==> src/rtl/cseq_pkg.sv <==
package cseq_pkg;

  typedef enum logic [2:0] {
    ST_IDLE,
    ST_PRE,
    ST_POS,
    ST_DONE,
    ST_SHUT
  } seqState_t;

  typedef struct packed {
    logic startSeq;
    logic nextPos;
    logic clearOut;
    logic recordStall;
  } seqStrobe_t;

endpackage

==> src/rtl/cseq_datapath.sv <==
module cseq_datapath
  import cseq_pkg::*;
#(
  parameter int NUM_CH      = 4,
  parameter int POS_W       = 3,
  parameter int DLY_W       = 8,
  parameter int CYC_PER_MS  = 100000,
  parameter int STT_BASE_MS = 100
) (
  input  logic                    clk,
  input  logic                    rstN,
  input  seqStrobe_t              strobe,
  input  logic [NUM_CH*POS_W-1:0] chanPos,
  input  logic [NUM_CH*DLY_W-1:0] chanDelay,
  input  logic [NUM_CH-1:0]       chanJoin,
  input  logic [NUM_CH-1:0]       uvOk,
  input  logic [1:0]              sttSel,
  output logic [NUM_CH-1:0]       enOut,
  output logic [NUM_CH-1:0]       partMask,
  output logic                    posClear,
  output logic                    posIsLast,
  output logic                    noPart,
  output logic                    timeout,
  output logic                    stallValid,
  output logic [POS_W-1:0]        stallPos
);

  localparam int PRE_W  = (CYC_PER_MS > 2) ? $clog2(CYC_PER_MS) : 1;
  localparam int TMR_W  = $clog2(4 * STT_BASE_MS + 1);
  localparam logic [PRE_W-1:0] PRE_LAST = PRE_W'(CYC_PER_MS - 1);

  logic [POS_W-1:0]  curPos, loadPos, maxPos;
  logic [NUM_CH-1:0] member, loadHit, armed, enReg;
  logic [PRE_W-1:0]  preCnt;
  logic [TMR_W-1:0]  tmrCnt, tmrLimit;
  logic              tick, entering;

  assign entering = strobe.startSeq | strobe.nextPos;
  assign loadPos  = strobe.startSeq ? POS_W'(1) : curPos + POS_W'(1);
  assign tick     = (preCnt == PRE_LAST);

  // millisecond prescaler, realigned at each position entry
  always_ff @(posedge clk or negedge rstN) begin
    if (!rstN)          preCnt <= '0;
    else if (entering)  preCnt <= '0;
    else if (tick)      preCnt <= '0;
    else                preCnt <= preCnt + PRE_W'(1);
  end

  // per-channel decode and delay countdown
  for (genvar gi = 0; gi < NUM_CH; gi++) begin : g_chan
    logic [POS_W-1:0] posOf;
    logic [DLY_W-1:0] dlyCnt;
    assign posOf        = chanPos[gi*POS_W +: POS_W];
    assign partMask[gi] = chanJoin[gi] && (posOf != '0);
    assign member[gi]   = partMask[gi] && (posOf == curPos);
    assign loadHit[gi]  = partMask[gi] && (posOf == loadPos);

    always_ff @(posedge clk or negedge rstN) begin
      if (!rstN) begin
        dlyCnt     <= '0;
        armed[gi]  <= 1'b0;
        enReg[gi]  <= 1'b0;
      end else if (strobe.clearOut) begin
        armed[gi]  <= 1'b0;
        enReg[gi]  <= 1'b0;
      end else if (entering && loadHit[gi]) begin
        dlyCnt     <= chanDelay[gi*DLY_W +: DLY_W];
        armed[gi]  <= 1'b1;
      end else if (armed[gi]) begin
        if (dlyCnt == '0) begin
          enReg[gi] <= 1'b1;
          armed[gi] <= 1'b0;
        end else if (tick) begin
          dlyCnt <= dlyCnt - DLY_W'(1);
        end
      end
    end


    en_in_position_chk: assert property (@(posedge clk) disable iff (!rstN)
      $rose(enReg[gi]) |-> $past(member[gi]));


    no_stray_enable_chk: assert property (@(posedge clk) disable iff (!rstN)
      !partMask[gi] |-> !enReg[gi]);
  end

  // highest position in use
  always_comb begin
    maxPos = '0;
    for (int i = 0; i < NUM_CH; i++) begin
      if (partMask[i] && chanPos[i*POS_W +: POS_W] > maxPos)
        maxPos = chanPos[i*POS_W +: POS_W];
    end
  end

  always_ff @(posedge clk or negedge rstN) begin
    if (!rstN)         curPos <= '0;
    else if (entering) curPos <= loadPos;
  end

  // position watchdog
  always_comb begin
    case (sttSel)
      2'd1:    tmrLimit = TMR_W'(STT_BASE_MS);
      2'd2:    tmrLimit = TMR_W'(2 * STT_BASE_MS);
      2'd3:    tmrLimit = TMR_W'(4 * STT_BASE_MS);
      default: tmrLimit = '0;
    endcase
  end

  always_ff @(posedge clk or negedge rstN) begin
    if (!rstN)                  tmrCnt <= '0;
    else if (entering)          tmrCnt <= '0;
    else if (tick && !timeout)  tmrCnt <= tmrCnt + TMR_W'(1);
  end

  assign timeout = (sttSel != 2'd0) && (tmrCnt >= tmrLimit);

  always_ff @(posedge clk or negedge rstN) begin
    if (!rstN) begin
      stallValid <= 1'b0;
      stallPos   <= '0;
    end else if (strobe.startSeq) begin
      stallValid <= 1'b0;
    end else if (strobe.recordStall) begin
      stallValid <= 1'b1;
      stallPos   <= curPos;
    end
  end


  stall_recorded_chk: assert property (@(posedge clk) disable iff (!rstN)
    strobe.recordStall |=> (stallValid && stallPos == $past(curPos)));

  assign posClear  = &(~member | (enReg & uvOk));
  assign posIsLast = (curPos >= maxPos);
  assign noPart    = (partMask == '0);
  assign enOut     = enReg;

endmodule

==> src/rtl/cseq_ctrl.sv <==
module cseq_ctrl
  import cseq_pkg::*;
(
  input  logic       clk,
  input  logic       rstN,
  input  logic       pwrOnReq,
  input  logic       pwrOffCmd,
  input  logic       fsTrig,
  input  logic [2:0] preOk,
  input  logic [2:0] preSel,
  input  logic       preAll,
  input  logic       posClear,
  input  logic       posIsLast,
  input  logic       noPart,
  input  logic       timeout,
  output seqState_t  state,
  output seqStrobe_t strobe
);

  seqState_t stateNxt;
  logic      pwrOnQ, reqRise, preMet;

  assign reqRise = pwrOnReq & ~pwrOnQ;

  always_comb begin
    if (preSel == 3'b000) preMet = 1'b1;
    else if (preAll)      preMet = &(preOk | ~preSel);
    else                  preMet = |(preOk & preSel);
  end

  always_comb begin
    stateNxt = state;
    strobe   = '0;
    unique case (state)
      ST_IDLE: begin
        if (fsTrig) begin
          strobe.clearOut = 1'b1;
          stateNxt = ST_SHUT;
        end else if (reqRise) begin
          stateNxt = ST_PRE;
        end
      end
      ST_PRE: begin
        if (preMet) begin
          if (noPart) stateNxt = ST_DONE;
          else begin
            strobe.startSeq = 1'b1;
            stateNxt = ST_POS;
          end
        end
      end
      ST_POS: begin
        if (posClear) begin
          if (posIsLast) stateNxt = ST_DONE;
          else strobe.nextPos = 1'b1;
        end else if (timeout) begin
          strobe.recordStall = 1'b1;
          strobe.clearOut    = 1'b1;
          stateNxt = ST_SHUT;
        end
      end
      ST_DONE: begin
        if (fsTrig) begin
          strobe.clearOut = 1'b1;
          stateNxt = ST_SHUT;
        end else if (pwrOffCmd) begin
          strobe.clearOut = 1'b1;
          stateNxt = ST_IDLE;
        end
      end
      ST_SHUT: begin
        if (pwrOffCmd) stateNxt = ST_IDLE;
      end
      default: stateNxt = ST_IDLE;
    endcase
  end

  always_ff @(posedge clk or negedge rstN) begin
    if (!rstN) begin
      state  <= ST_IDLE;
      pwrOnQ <= 1'b0;
    end else begin
      state  <= stateNxt;
      pwrOnQ <= pwrOnReq;
    end
  end


  seq_holds_chk: assert property (@(posedge clk) disable iff (!rstN)
    (state == ST_POS && !timeout) |=> (state == ST_POS || state == ST_DONE));


  idle_needs_edge_chk: assert property (@(posedge clk) disable iff (!rstN)
    (state == ST_IDLE && !reqRise && !fsTrig) |=> state == ST_IDLE);

endmodule

==> src/rtl/cascade_seq.sv <==
module cascade_seq
  import cseq_pkg::*;
#(
  parameter int NUM_CH      = 4,
  parameter int POS_W       = 3,
  parameter int DLY_W       = 8,
  parameter int CYC_PER_MS  = 100000,
  parameter int STT_BASE_MS = 100
) (
  input  logic                    clk,
  input  logic                    rstN,
  input  logic                    pwrOnReq,
  input  logic                    pwrOffCmd,
  input  logic                    fsTrig,
  input  logic [2:0]              preOk,
  input  logic [2:0]              preSel,
  input  logic                    preAll,
  input  logic [NUM_CH-1:0]       uvOk,
  input  logic [NUM_CH-1:0]       chanJoin,
  input  logic [NUM_CH*POS_W-1:0] chanPos,
  input  logic [NUM_CH*DLY_W-1:0] chanDelay,
  input  logic [NUM_CH-1:0]       chanPolHigh,
  input  logic [1:0]              sttSel,
  output logic [NUM_CH-1:0]       pupOut,
  output logic                    fsN,
  output logic                    rstOutN,
  output logic                    healthy,
  output logic                    seqDone,
  output logic                    stallValid,
  output logic [POS_W-1:0]        stallPos
);

  seqState_t         state;
  seqStrobe_t        strobe;
  logic [NUM_CH-1:0] enOut, partMask;
  logic              posClear, posIsLast, noPart, timeout;

  cseq_ctrl ctrl_i (
    .clk       (clk),
    .rstN      (rstN),
    .pwrOnReq  (pwrOnReq),
    .pwrOffCmd (pwrOffCmd),
    .fsTrig    (fsTrig),
    .preOk     (preOk),
    .preSel    (preSel),
    .preAll    (preAll),
    .posClear  (posClear),
    .posIsLast (posIsLast),
    .noPart    (noPart),
    .timeout   (timeout),
    .state     (state),
    .strobe    (strobe)
  );

  cseq_datapath #(
    .NUM_CH      (NUM_CH),
    .POS_W       (POS_W),
    .DLY_W       (DLY_W),
    .CYC_PER_MS  (CYC_PER_MS),
    .STT_BASE_MS (STT_BASE_MS)
  ) dp_i (
    .clk        (clk),
    .rstN       (rstN),
    .strobe     (strobe),
    .chanPos    (chanPos),
    .chanDelay  (chanDelay),
    .chanJoin   (chanJoin),
    .uvOk       (uvOk),
    .sttSel     (sttSel),
    .enOut      (enOut),
    .partMask   (partMask),
    .posClear   (posClear),
    .posIsLast  (posIsLast),
    .noPart     (noPart),
    .timeout    (timeout),
    .stallValid (stallValid),
    .stallPos   (stallPos)
  );

  assign pupOut  = enOut ~^ chanPolHigh;
  assign seqDone = (state == ST_DONE);
  assign rstOutN = (state == ST_DONE);
  assign healthy = (state == ST_DONE) && (&(~partMask | uvOk));
  assign fsN     = (state != ST_SHUT);


  busy_holds_reset_chk: assert property (@(posedge clk) disable iff (!rstN)
    (state == ST_PRE || state == ST_POS) |-> (!rstOutN && !healthy));

endmodule

==> config.mk <==
export PLATFORM = sky130hd
export DESIGN_NAME = cascade_seq
export DESIGN_NICKNAME = d
export VERILOG_FILES = /design/src/rtl/cseq_pkg.sv /design/src/rtl/cseq_datapath.sv /design/src/rtl/cseq_ctrl.sv /design/src/rtl/cascade_seq.sv
export SDC_FILE = /design/constraint.sdc
export NUM_CORES = 1
export LEC_CHECK = 0
export BUFFER_PORTS_ARGS = -buffer_cell sky130_fd_sc_hd__buf_2
export CAP_MARGIN = 15
export CORE_UTILIZATION = 25
export CTS_CLUSTER_SIZE = 25
export DETAILED_ROUTE_END_ITERATION = 10
export SYNTH_ARGS = -nofsm -noshare
export SYNTH_HDL_FRONTEND = slang
export SYNTH_SLANG_ARGS = --single-unit
==> constraint.sdc <==
create_clock -name clk -period 2.9 [get_ports clk]
set_input_delay 0.29 -clock clk [delete_from_list [all_inputs] [get_ports clk]]
set_output_delay 0.29 -clock clk [all_outputs]
set_load 0.005 [all_outputs]
# Yosys cells after proc, flatten, opt, wreduce, memory -nomap -nowiden
# Index checks and enable logic that the tools add are counted.
[word_totals] regBits=77 latch_bits=0 ram_bits=0 romBits=0 output_inout_bits=12 word_cells=228 memories=0
[classes] addsub=7 mul=0 div=0 magnitude_cmp=6 n_eq_ne=29 shift=0 muxes=85 bitwise_logic=14 reduce_logical=68
[op_table] cell="$mux W8" n=16
[op_table] cell="$mux W1" n=47
[op_table] cell="$mux W3" n=13
[op_table] cell="$reduce_bool A2 Y1" n=19
[op_table] cell="$mux W17" n=2
[op_table] cell="$logic_not A8 Y1" n=4
[op_table] cell="$sub A8 B1 Y8 const B" n=4
[op_table] cell="$reduce_and A4 Y1" n=7
[op_table] cell="$pmux W9 S3" n=1
[op_table] cell="$eq A3 B3 Y1" n=8
[op_table] cell="$logic_and A1 B1 Y1" n=23
[op_table] cell="$mux W9" n=2
[op_table] cell="$add A17 B1 Y17 const B" n=1
[op_table] cell="$eq A17 B17 Y1 const B" n=1
[op_table] cell="$pmux W3 S5" n=1
[op_table] cell="$reduce_and A3 Y1" n=5
[op_table] cell="$reduce_bool A3 Y1" n=4
[op_table] cell="$ne A2 B1 Y1 const B" n=5
[op_table] cell="$add A9 B1 Y9 const B" n=1
[op_table] cell="$ge A9 B9 Y1" n=1
[op_table] cell="$gt A3 B3 Y1" n=3
[op_table] cell="$ne A2 B2 Y1 const B" n=4
[op_table] cell="$not A4 Y4" n=2
[op_table] cell="$or A4 B4 Y4" n=2
[op_table] cell="26 further kinds" n=33

# Logic depth before layout (Yosys ltp)
# Gate-level depths: netlist (run 1).
[depth] word_depth=21 mapped_depth=30

# Cells and area by module
# Synthesis (run 1) repeated with hierarchy kept, for this count alone.
[hier_totals] hier_cells=672 hier_area_um2=5953.2
[modules_own_cells] module="cseq_datapath" n_inst=1 cells_per_inst=614 area_each_um2=5487.8 seq_area_each_um2=1826.8
[modules_own_cells] module="cseq_ctrl" n_inst=1 cells_per_inst=42 area_each_um2=367.9 seq_area_each_um2=100.1
[modules_own_cells] module="cascade_seq" n_inst=1 cells_per_inst=16 area_each_um2=97.6 seq_area_each_um2=0.0

# Worst setup path before layout (run 1)
# OpenSTA, ideal clock, no wires.
[synth_path] path_kind="input -> register" from="input port chanPos[2]" to="register dp_i.g_chan[1].dlyCnt[2]" t_arrival_ns=5.277 required_ns=2.775 slack_ns=-2.502 cell_stages=30 n_path_buf=3 path_cell_list="buf_6 nand2_1 ha_1 nand2_1 o21ai_0 nand2_1 mux2_2 ha_1 nor2_1 maj3_1 or3b_2 nand3_1 ha_1 inv_1 a21o_1 a21oi_1 a311oi_1 inv_1 nor2_1 a41oi_1 ha_1 nand2b_1 a21o_1 a21oi_1 and4_1 buf_6 o32ai_2 or3_1 buf_6 mux2_4"
[synth_between] elab_chain_len=21 elab_cells_between_ends=40
[synth_lines] element="from (decl)" line_no="cascade_seq.sv:20" rtl="input logic [NUM_CH*POS_W-1:0] chanPos,"
[synth_lines] element="parallel branches: the longest is 21 deep, another holds $gt A3 B1 Y1"
[synth_lines] element="to (signal assigned)" line_no="cseq_datapath.sv:68" rtl="dlyCnt <= chanDelay[gi*DLY_W +: DLY_W];"
[synth_lines] element="to (signal assigned)" line_no="cseq_datapath.sv:75" rtl="dlyCnt <= dlyCnt - DLY_W'(1);"
[synth_lines] element="to (decl)" line_no="cseq_datapath.sv:53" rtl="logic [DLY_W-1:0] dlyCnt;"
# Several ways; the timed one is not identified.
# A chain may end at the register's enable or synchronous reset.

# Worst setup path in the final report (run 1)
[layout_path] from="input port chanJoin[0]" to="register dp_i.g_chan[1].dlyCnt[2]"
[layout_between] elab_chain_len=20 elab_cells_between_ends=37
[layout_lines] element="from (decl)" line_no="cascade_seq.sv:19" rtl="input logic [NUM_CH-1:0] chanJoin,"
[layout_lines] element="$logic_and A1 B1 Y1 *" line_no="cseq_datapath.sv:55" rtl="assign partMask[gi] = chanJoin[gi] && (posOf != '0);"
[layout_lines] element="$logic_and A1 B1 Y1" line_no="cseq_datapath.sv:93" rtl="if (partMask[i] && chanPos[i*POS_W +: POS_W] > maxPos)"
[layout_lines] element="$mux W3" line_no="cseq_datapath.sv:93"
[layout_lines] element="$gt A3 B3 Y1" line_no="cseq_datapath.sv:93"
[layout_lines] element="$logic_and A1 B1 Y1" line_no="cseq_datapath.sv:93"
[layout_lines] element="$mux W3" line_no="cseq_datapath.sv:93"
[layout_lines] element="$gt A3 B3 Y1" line_no="cseq_datapath.sv:93"
[layout_lines] element="$logic_and A1 B1 Y1" line_no="cseq_datapath.sv:93"
[layout_lines] element="[4 not listed]"
[layout_lines] element="$ge A3 B3 Y1" line_no="cseq_datapath.sv:138" rtl="assign posIsLast = (curPos >= maxPos);"
[layout_lines] element="$mux W1" line_no="cseq_ctrl.sv:54" rtl="if (posIsLast) stateNxt = ST_DONE;"
[layout_lines] element="$mux W1" line_no="cseq_ctrl.sv:53" rtl="if (posClear) begin"
[layout_lines] element="$mux W1" line_no="cseq_ctrl.sv:34" rtl="unique case (state)"
[layout_lines] element="$or A1 B1 Y1" line_no="cseq_datapath.sv:38" rtl="assign entering = strobe.startSeq | strobe.nextPos;"
[layout_lines] element="$logic_and A1 B1 Y1" line_no="cseq_datapath.sv:67" rtl="end else if (entering && loadHit[gi]) begin"
[layout_lines] element="$ne A2 B1 Y1 (no source line) or $reduce_bool A2 Y1 (tied branches)"
[layout_lines] element="$reduce_and A4 Y1 (no source line)"
# Mark *: on every way between the ends. The rest lies on a longest branch, timed or not.

==> results.json, run 1 <==
{
  "outcome": "finished, violations left",
  "violations": "setup timing",
  "dieArea_um2": 24500,
  "viasPerCell": 4.90,
  "wl_met1_mm": 8.21,
  "vias": 5654,
  "wl_met2_mm": 8.38,
  "insertion_delay_ns": 0.35,
  "drt_iter0_drc": 430,
  "peakVddDrop_mv": 0.305,
  "crit_path_end_kind": "register",
  "grt_antenna_before_repair": 0,
  "ios": 82,
  "fin_area_um2": 8270,
  "pwr_density_cell_nw_per_um2": 648,
  "syn_area_per_cell_um2": 9.00,
  "wl_per_cell_um": 15.4,
  "place_inst": 1120,
  "first_pass_iters": 6,
  "setup_ws_ns": -1.90,
  "layout-drive-gt1-share_pct": 35.1,
  "clock_sinks": 77,
  "synth_ff_type": "dfrtp_1",
  "relSlewSlack_pct": 30.6,
  "dpl_cell_area_um2": 7360,
  "gp_congestion": 0.873,
  "overflow": 0,
  "top_layer": "met4",
  "final_cells": 1154,
  "grt_max_degree": 78,
  "yosysWarnings": 0,
  "grt_pass1_vias": 5548,
  "async_reset_ff_share_pct": 100,
  "dr_wl_met3_um": 810,
  "ys_seq_area_share_pct": 32.3,
  "period_share_pct": 166,
  "netlist_area_um2": 5960,
  "areaGrowthSynthToFinish_pct": 38.8,
  "fin_nets": 933,
  "grt_pass1_wl_mm": 28.5,
  "port_buffers": 81,
  "design.core.area_um2": 23400,
  "hold_class": "primary input to register",
  "die_x_um": 156,
  "fmax_mhz": 208,
  "rsz0062_at_grt": "yes",
  "ys_ff_latch": 77,
  "power_mw": 5.36,
  "clockRootBuffer": "clkbuf_16",
  "htree_levels": 3,
  "synth-edff-count": 0,
  "worst_slew_pin_slew_ns": 1.04,
  "final.min_clock_period_ns": 4.80,
  "r2r_slack_ns": 0.17,
  "arrival_ns": 5.04,
  "leakage_nw": 3.52,
  "dp_hpwl_mm": 13.1,
  "cts_buffer_depth": 2,
  "maxCapViolations": 0,
  "critical_path_class": "primary input to register",
  "cts_tree": "yes",
  "initial_core_util_pct": 25.5,
  "syn_inst": 662,
  "finalWirelength_mm": 17.8,
  "setup_viol": 71,
  "grt_usage_pct": 14.9,
  "remaining_drc_errors": 0,
  "synth_cell_type_count": 76,
  "num_antenna_cells": 0,
  "clk_pin_slew_worst_paths_ns": 0.07,
  "synth_nets": 765,
  "final-hold-violation-count": 0,
  "fin_skew_ns": 0.00955,
  "rows": 56,
  "die_h_um": 156,
  "drtAntennaViolNets": 0,
  "start_kind": "primary input",
  "cts_inserted_buffers": 9,
  "path_max_fanout": 5,
  "crit_required_ns": 3.14,
  "drv_slew": 0
}
==> cell type report <==
class	instances	area [um2]
clock buffer	10	239
inverter	45	169
clock inverter	6	93.8
fill	2423	15100
multi-input combinational	508	4100
sequential	77	1930
timing repair buffer	189	1340
tap	319	399
==> routing by layer <==
metal	vias to the layer above	GRT usage, %
met3	30	2.33
li1	2764	-
met1	2722	20.0
met4	0	5.37
met2	138	24.3
met5	-	0
==> registers in the layout, indices dropped and copies added, names as in the netlist <==
signal              count
dp_i.tmrCnt             9
dp_i.preCnt            17
dp_i.g_chan.dlyCnt     32
dp_i.enOut              4
dp_i.armed              4
dp_i.stallPos           3
ctrl_i.state            3
dp_i.stallValid         1
ctrl_i.pwrOnQ           1
dp_i.curPos             3
==> metrics by stage <==
stage	TNS, ns	utilization [%]	hold slack (ns)	setup slack, ns
detailed placement	-167.80	31.4	0.424	-2.69
global placement	-159.51	31.4	0.418	-2.57
finish	-117.51	35.3	0.0725	-1.90
floorplan	-132.36	-	-0.00559	-2.25
global route	-131.50	35.3	0.0576	-2.09
CTS	-114.49	34.8	0.0600	-1.87
==> layout by cell type, fill, tap and decap left out, types with 6 or more instances in the layout <==
cell type,netlist,routed
o32ai_1,9,6
buf_2,11,75
dfrtp_1,77,77
a31oi_1,9,6
and4_1,9,8
nand3_1,23,22
mux2_4,5,7
ha_4,0,6
a21oi_2,0,9
buf_4,3,98
xor2_1,32,32
o221ai_2,0,7
clkbuf_16,0,9
ha_1,33,27
nor2_1,60,58
o22ai_1,13,10
nand2_1,49,46
xnor2_1,34,34
inv_1,45,43
nand2b_1,6,6
o21ai_0,13,8
nand4_1,13,13
nor3_1,27,27
buf_6,6,11
nor4b_1,12,10
nor4_1,17,17
mux2_1,8,8
a21oi_1,27,18
==> logic make-up after synthesis <==
group | after synthesis | share of synthesized area (%)
xor gates and xnor gates | 67 | 9.97
AOI/OAI and AO/OA | 131 | 17.3
and+or+nand+nor | 253 | 22.8
buffers and inverters | 78 | 6.11
muxes | 22 | 4.43
DFF | 77 | 32.3
adders and majority gates | 34 | 7.10
==> what timing repair did <==
item,CTS,global route
gates resized for setup,61,20
endpoints found under the setup margin,71,71
buffers inserted,11,5
hold buffers,0,0
pin swaps,21,6
cloned,3,0
==> worst paths after layout <==
| path | start | end | cells after the start |
|---|---|---|---|
| worst max register to register | dp_i.curPos[2] | dp_i.g_chan[2].dlyCnt[2] | 10 |
| max in group asynchronous | rstN | dp_i.curPos[0] | 1 |
| worst min register to register | dp_i.stallValid | dp_i.stallValid | 2 |
| min in group asynchronous | rstN | dp_i.g_chan[3].dlyCnt[7] | 1 |
| worst max-delay path | chanJoin[0] | dp_i.g_chan[1].dlyCnt[2] | 28 |
| worst min-delay path | pwrOnReq | ctrl_i.pwrOnQ | 1 |
==> cells in the mapped netlist (6+ instances only) <==
cell      instances  share of area, %
dfrtp_1          77                32
nor2_1           60               3.8
nand2_1          49               3.1
inv_1            45               2.8
xnor2_1          34               5.0
ha_1             33               6.9
xor2_1           32               4.7
a21oi_1          27               2.3
nor3_1           27               2.3
nand3_1          23               1.9
nor4_1           17               1.8
nand4_1          13               1.4
o21ai_0          13               1.1
o22ai_1          13               1.4
clkbuf_1         12              0.76
nor4b_1          12               1.8
buf_2            11              0.92
a31oi_1           9              0.94
and4_1            9               1.3
o221ai_1          9               1.3
o32ai_1           9               1.3
mux2_1            8               1.5
mux2_2            7               1.3
buf_6             6               1.1
nand2b_1          6              0.63
or3_1             6              0.63
==> critical path, stage by stage <==
cell	delay, ns
buf_12	0.11
and2_4	0.14
ha_4	0.21
a31oi_4	0.15
nand2_1	0.09
mux2_4	0.32
ha_4	0.26
nor2_2	0.03
maj3_2	0.30
or3b_4	0.25
nand3_4	0.08
ha_4	0.18
inv_2	0.04
a21o_1	0.11
a21oi_2	0.05
a311oi_2	0.23
inv_2	0.10
nor2_2	0.11
a41oi_2	0.04
ha_1	0.28
nand2b_1	0.14
a21o_1	0.16
a21oi_2	0.18
and4_4	0.29
o32ai_4	0.09
or3_4	0.36
buf_8	0.15
mux2_4	0.29
==> power by group <==
| group | switching [mW] | internal [mW] | total (mW) |
|---|---|---|---|
| clock network | 0.476 | 0.785 | 1.26 |
| logic | 1.32 | 1.19 | 2.51 |
| registers | 0.276 | 1.31 | 1.59 |
(Power assumes the default switching activity.)
==> inputs of run 2 (changes only) <==
- MAX_ROUTING_LAYER: not set -> met4
==> results.json, run 2 (synthesized netlist as in run 1, its figures left out) <==
{
  "outcome": "finished, violations left",
  "violations": "setup timing",
  "die_x_um": 156,
  "port_buffers": 81,
  "drt_iter0_drc": 455,
  "relSlewSlack_pct": 31.0,
  "cts_hold_buf": 0,
  "final_common_cell": "buf_4",
  "final-hold-violation-count": 0,
  "critical_path_class": "primary input to register",
  "crit_required_ns": 3.13,
  "p_comb_share_pct": 46.9,
  "finalWirelength_mm": 17.8,
  "viasPerCell": 4.93,
  "swShare_pct": 38.7,
  "grt_antenna_before_repair": 0,
  "worst_slew_pin_slew_ns": 1.03,
  "areaGrowthSynthToFinish_pct": 38.7,
  "setup_viol": 71,
  "crit_path_end_kind": "register",
  "r2r_start": "dp_i.curPos[2]",
  "use_met2_pct": 24.4,
  "design.core.area_um2": 23400,
  "arrival_ns": 5.05,
  "drv_slew": 0,
  "fmax_mhz": 208,
  "grt_use_met1_pct": 19.9,
  "p_clk_share_pct": 23.5,
  "place_inst": 1120,
  "start_kind": "primary input",
  "fin_nets": 933,
  "num_antenna_cells": 0,
  "hold_class": "primary input to register",
  "leakage_nw": 3.52,
  "crit_start": "chanJoin[0]",
  "fin_area_um2": 8260,
  "setup.worst_path.end": "dp_i.g_chan[1].dlyCnt[2]",
  "ios": 82,
  "first_pass_iters": 6,
  "layout-drive-gt1-share_pct": 35.1,
  "setup_ws_ns": -1.92,
  "layout_common_cells": "98 x buf_4, 77 x dfrtp_1, 75 x buf_2",
  "dp_hpwl_mm": 13.1,
  "gp_congestion": 0.887,
  "grt_pass1_vias": 5538,
  "fin_skew_ns": 0.00967,
  "cts_inserted_buffers": 9,
  "overflow": 0,
  "path_max_fanout": 5,
  "sequentialPowerShare_pct": 29.6,
  "timing.setup.tns_ns": -118.63,
  "r2r_end": "dp_i.g_chan[2].dlyCnt[2]",
  "r2r_slack_ns": 0.15,
  "wl_per_cell_um": 15.4,
  "top_regs": "dp_i.g_chan.dlyCnt: 32 flops, dp_i.preCnt: 17 flops, dp_i.tmrCnt: 9 flops",
  "final.min_clock_period_ns": 4.82,
  "period_share_pct": 166,
  "p_int_mw": 3.29,
  "rows": 56,
  "final_cells": 1154,
  "clk_pin_slew_worst_paths_ns": 0.07,
  "grt_max_degree": 78,
  "gr-max-usage-layer": "met2",
  "clockRootBuffer": "clkbuf_16",
  "remaining_drc_errors": 0,
  "grt_pass1_wl_mm": 28.6,
  "peakVddDrop_mv": 0.301,
  "largest_reg_flops": 32,
  "cts_tree": "yes",
  "clock_sinks": 77,
  "dieArea_um2": 24500,
  "die_h_um": 156,
  "dpl_cell_area_um2": 7360,
  "top_register": "dp_i.g_chan.dlyCnt",
  "initial_core_util_pct": 25.5,
  "vias": 5691,
  "htree_levels": 3,
  "drtAntennaViolNets": 0,
  "insertion_delay_ns": 0.35,
  "grt_usage_pct": 15.4,
  "maxCapViolations": 0,
  "rsz0062_at_grt": "yes",
  "grtUsageMet3_pct": 2.33,
  "cts_buffer_depth": 2,
  "p_switching_mw": 2.08,
  "reg2reg_depth": 10,
  "pwr_density_cell_nw_per_um2": 649
}
==> run 2: power groups by stage <==
stage / registers (mW) / logic, mW / clock network (mW)
floorplan: 1.49 / 1.52 / 0
global placement: 1.59 / 2.14 / 0
detailed placement: 1.60 / 2.18 / 0
CTS: 1.59 / 2.43 / 1.29
global route: 1.62 / 2.72 / 1.35
finish: 1.58 / 2.52 / 1.26
==> run 2: critical path, stage by stage <==
cell,delay [ns]
buf_12,0.11
and2_4,0.14
ha_4,0.21
a31oi_4,0.15
nand2_1,0.09
mux2_4,0.32
ha_4,0.26
nor2_2,0.03
maj3_2,0.30
or3b_4,0.25
nand3_4,0.08
ha_4,0.18
inv_2,0.04
a21o_1,0.11
a21oi_2,0.05
a311oi_2,0.24
inv_2,0.10
nor2_2,0.11
a41oi_2,0.04
ha_1,0.28
nand2b_1,0.14
a21o_1,0.16
a21oi_2,0.18
and4_4,0.29
o32ai_4,0.09
or3_4,0.36
buf_8,0.15
mux2_4,0.29
==> run 2: worst min-delay path by stage <==
stage,to,cells after the start,startpoint
after CTS,ctrl_i.pwrOnQ,1,pwrOnReq
final,ctrl_i.pwrOnQ,1,pwrOnReq
after detailed placement,ctrl_i.pwrOnQ,1,pwrOnReq
after global placement,ctrl_i.pwrOnQ,1,pwrOnReq
after global routing,ctrl_i.pwrOnQ,1,pwrOnReq
after floorplan,ctrl_i.pwrOnQ,0,rstN
==> run 2: area by class of cell <==
class,instances,area [um2]
Fill cell,2419,15100
Sequential cell,77,1930
Clock buffer,10,239
Multi-Input combinational cell,508,4090
Clock inverter,6,93.8
Tap cell,319,399
Inverter,45,169
Timing Repair Buffer,189,1340
==> run 2: per-stage QoR <==
stage                     utilization (%)  hold slack, ns  power [mW]  setup slack, ns
after floorplan                         -        -0.00559        3.01            -2.25
after global placement               31.4           0.418        3.73            -2.57
after detailed placement             31.4           0.424        3.77            -2.69
after CTS                            34.8          0.0600        5.30            -1.87
after global routing                 35.3          0.0575        5.69            -2.10
final                                35.3          0.0748        5.36            -1.92
==> run 2: what timing repair did <==
| item | in CTS | in global routing |
|---|---|---|
| resized for setup | 61 | 19 |
| setup endpoints to repair | 71 | 71 |
| hold endpoints to repair | 0 | 0 |
| gates cloned | 3 | 0 |
| pin swaps | 21 | 5 |
| setup buffers | 11 | 5 |
==> run 2: metal layers <==
metal	vias up	wire, um
li1	2768	-
met1	2759	8290
met2	138	8360
met3	26	776
met4	0	402
met5	-	0
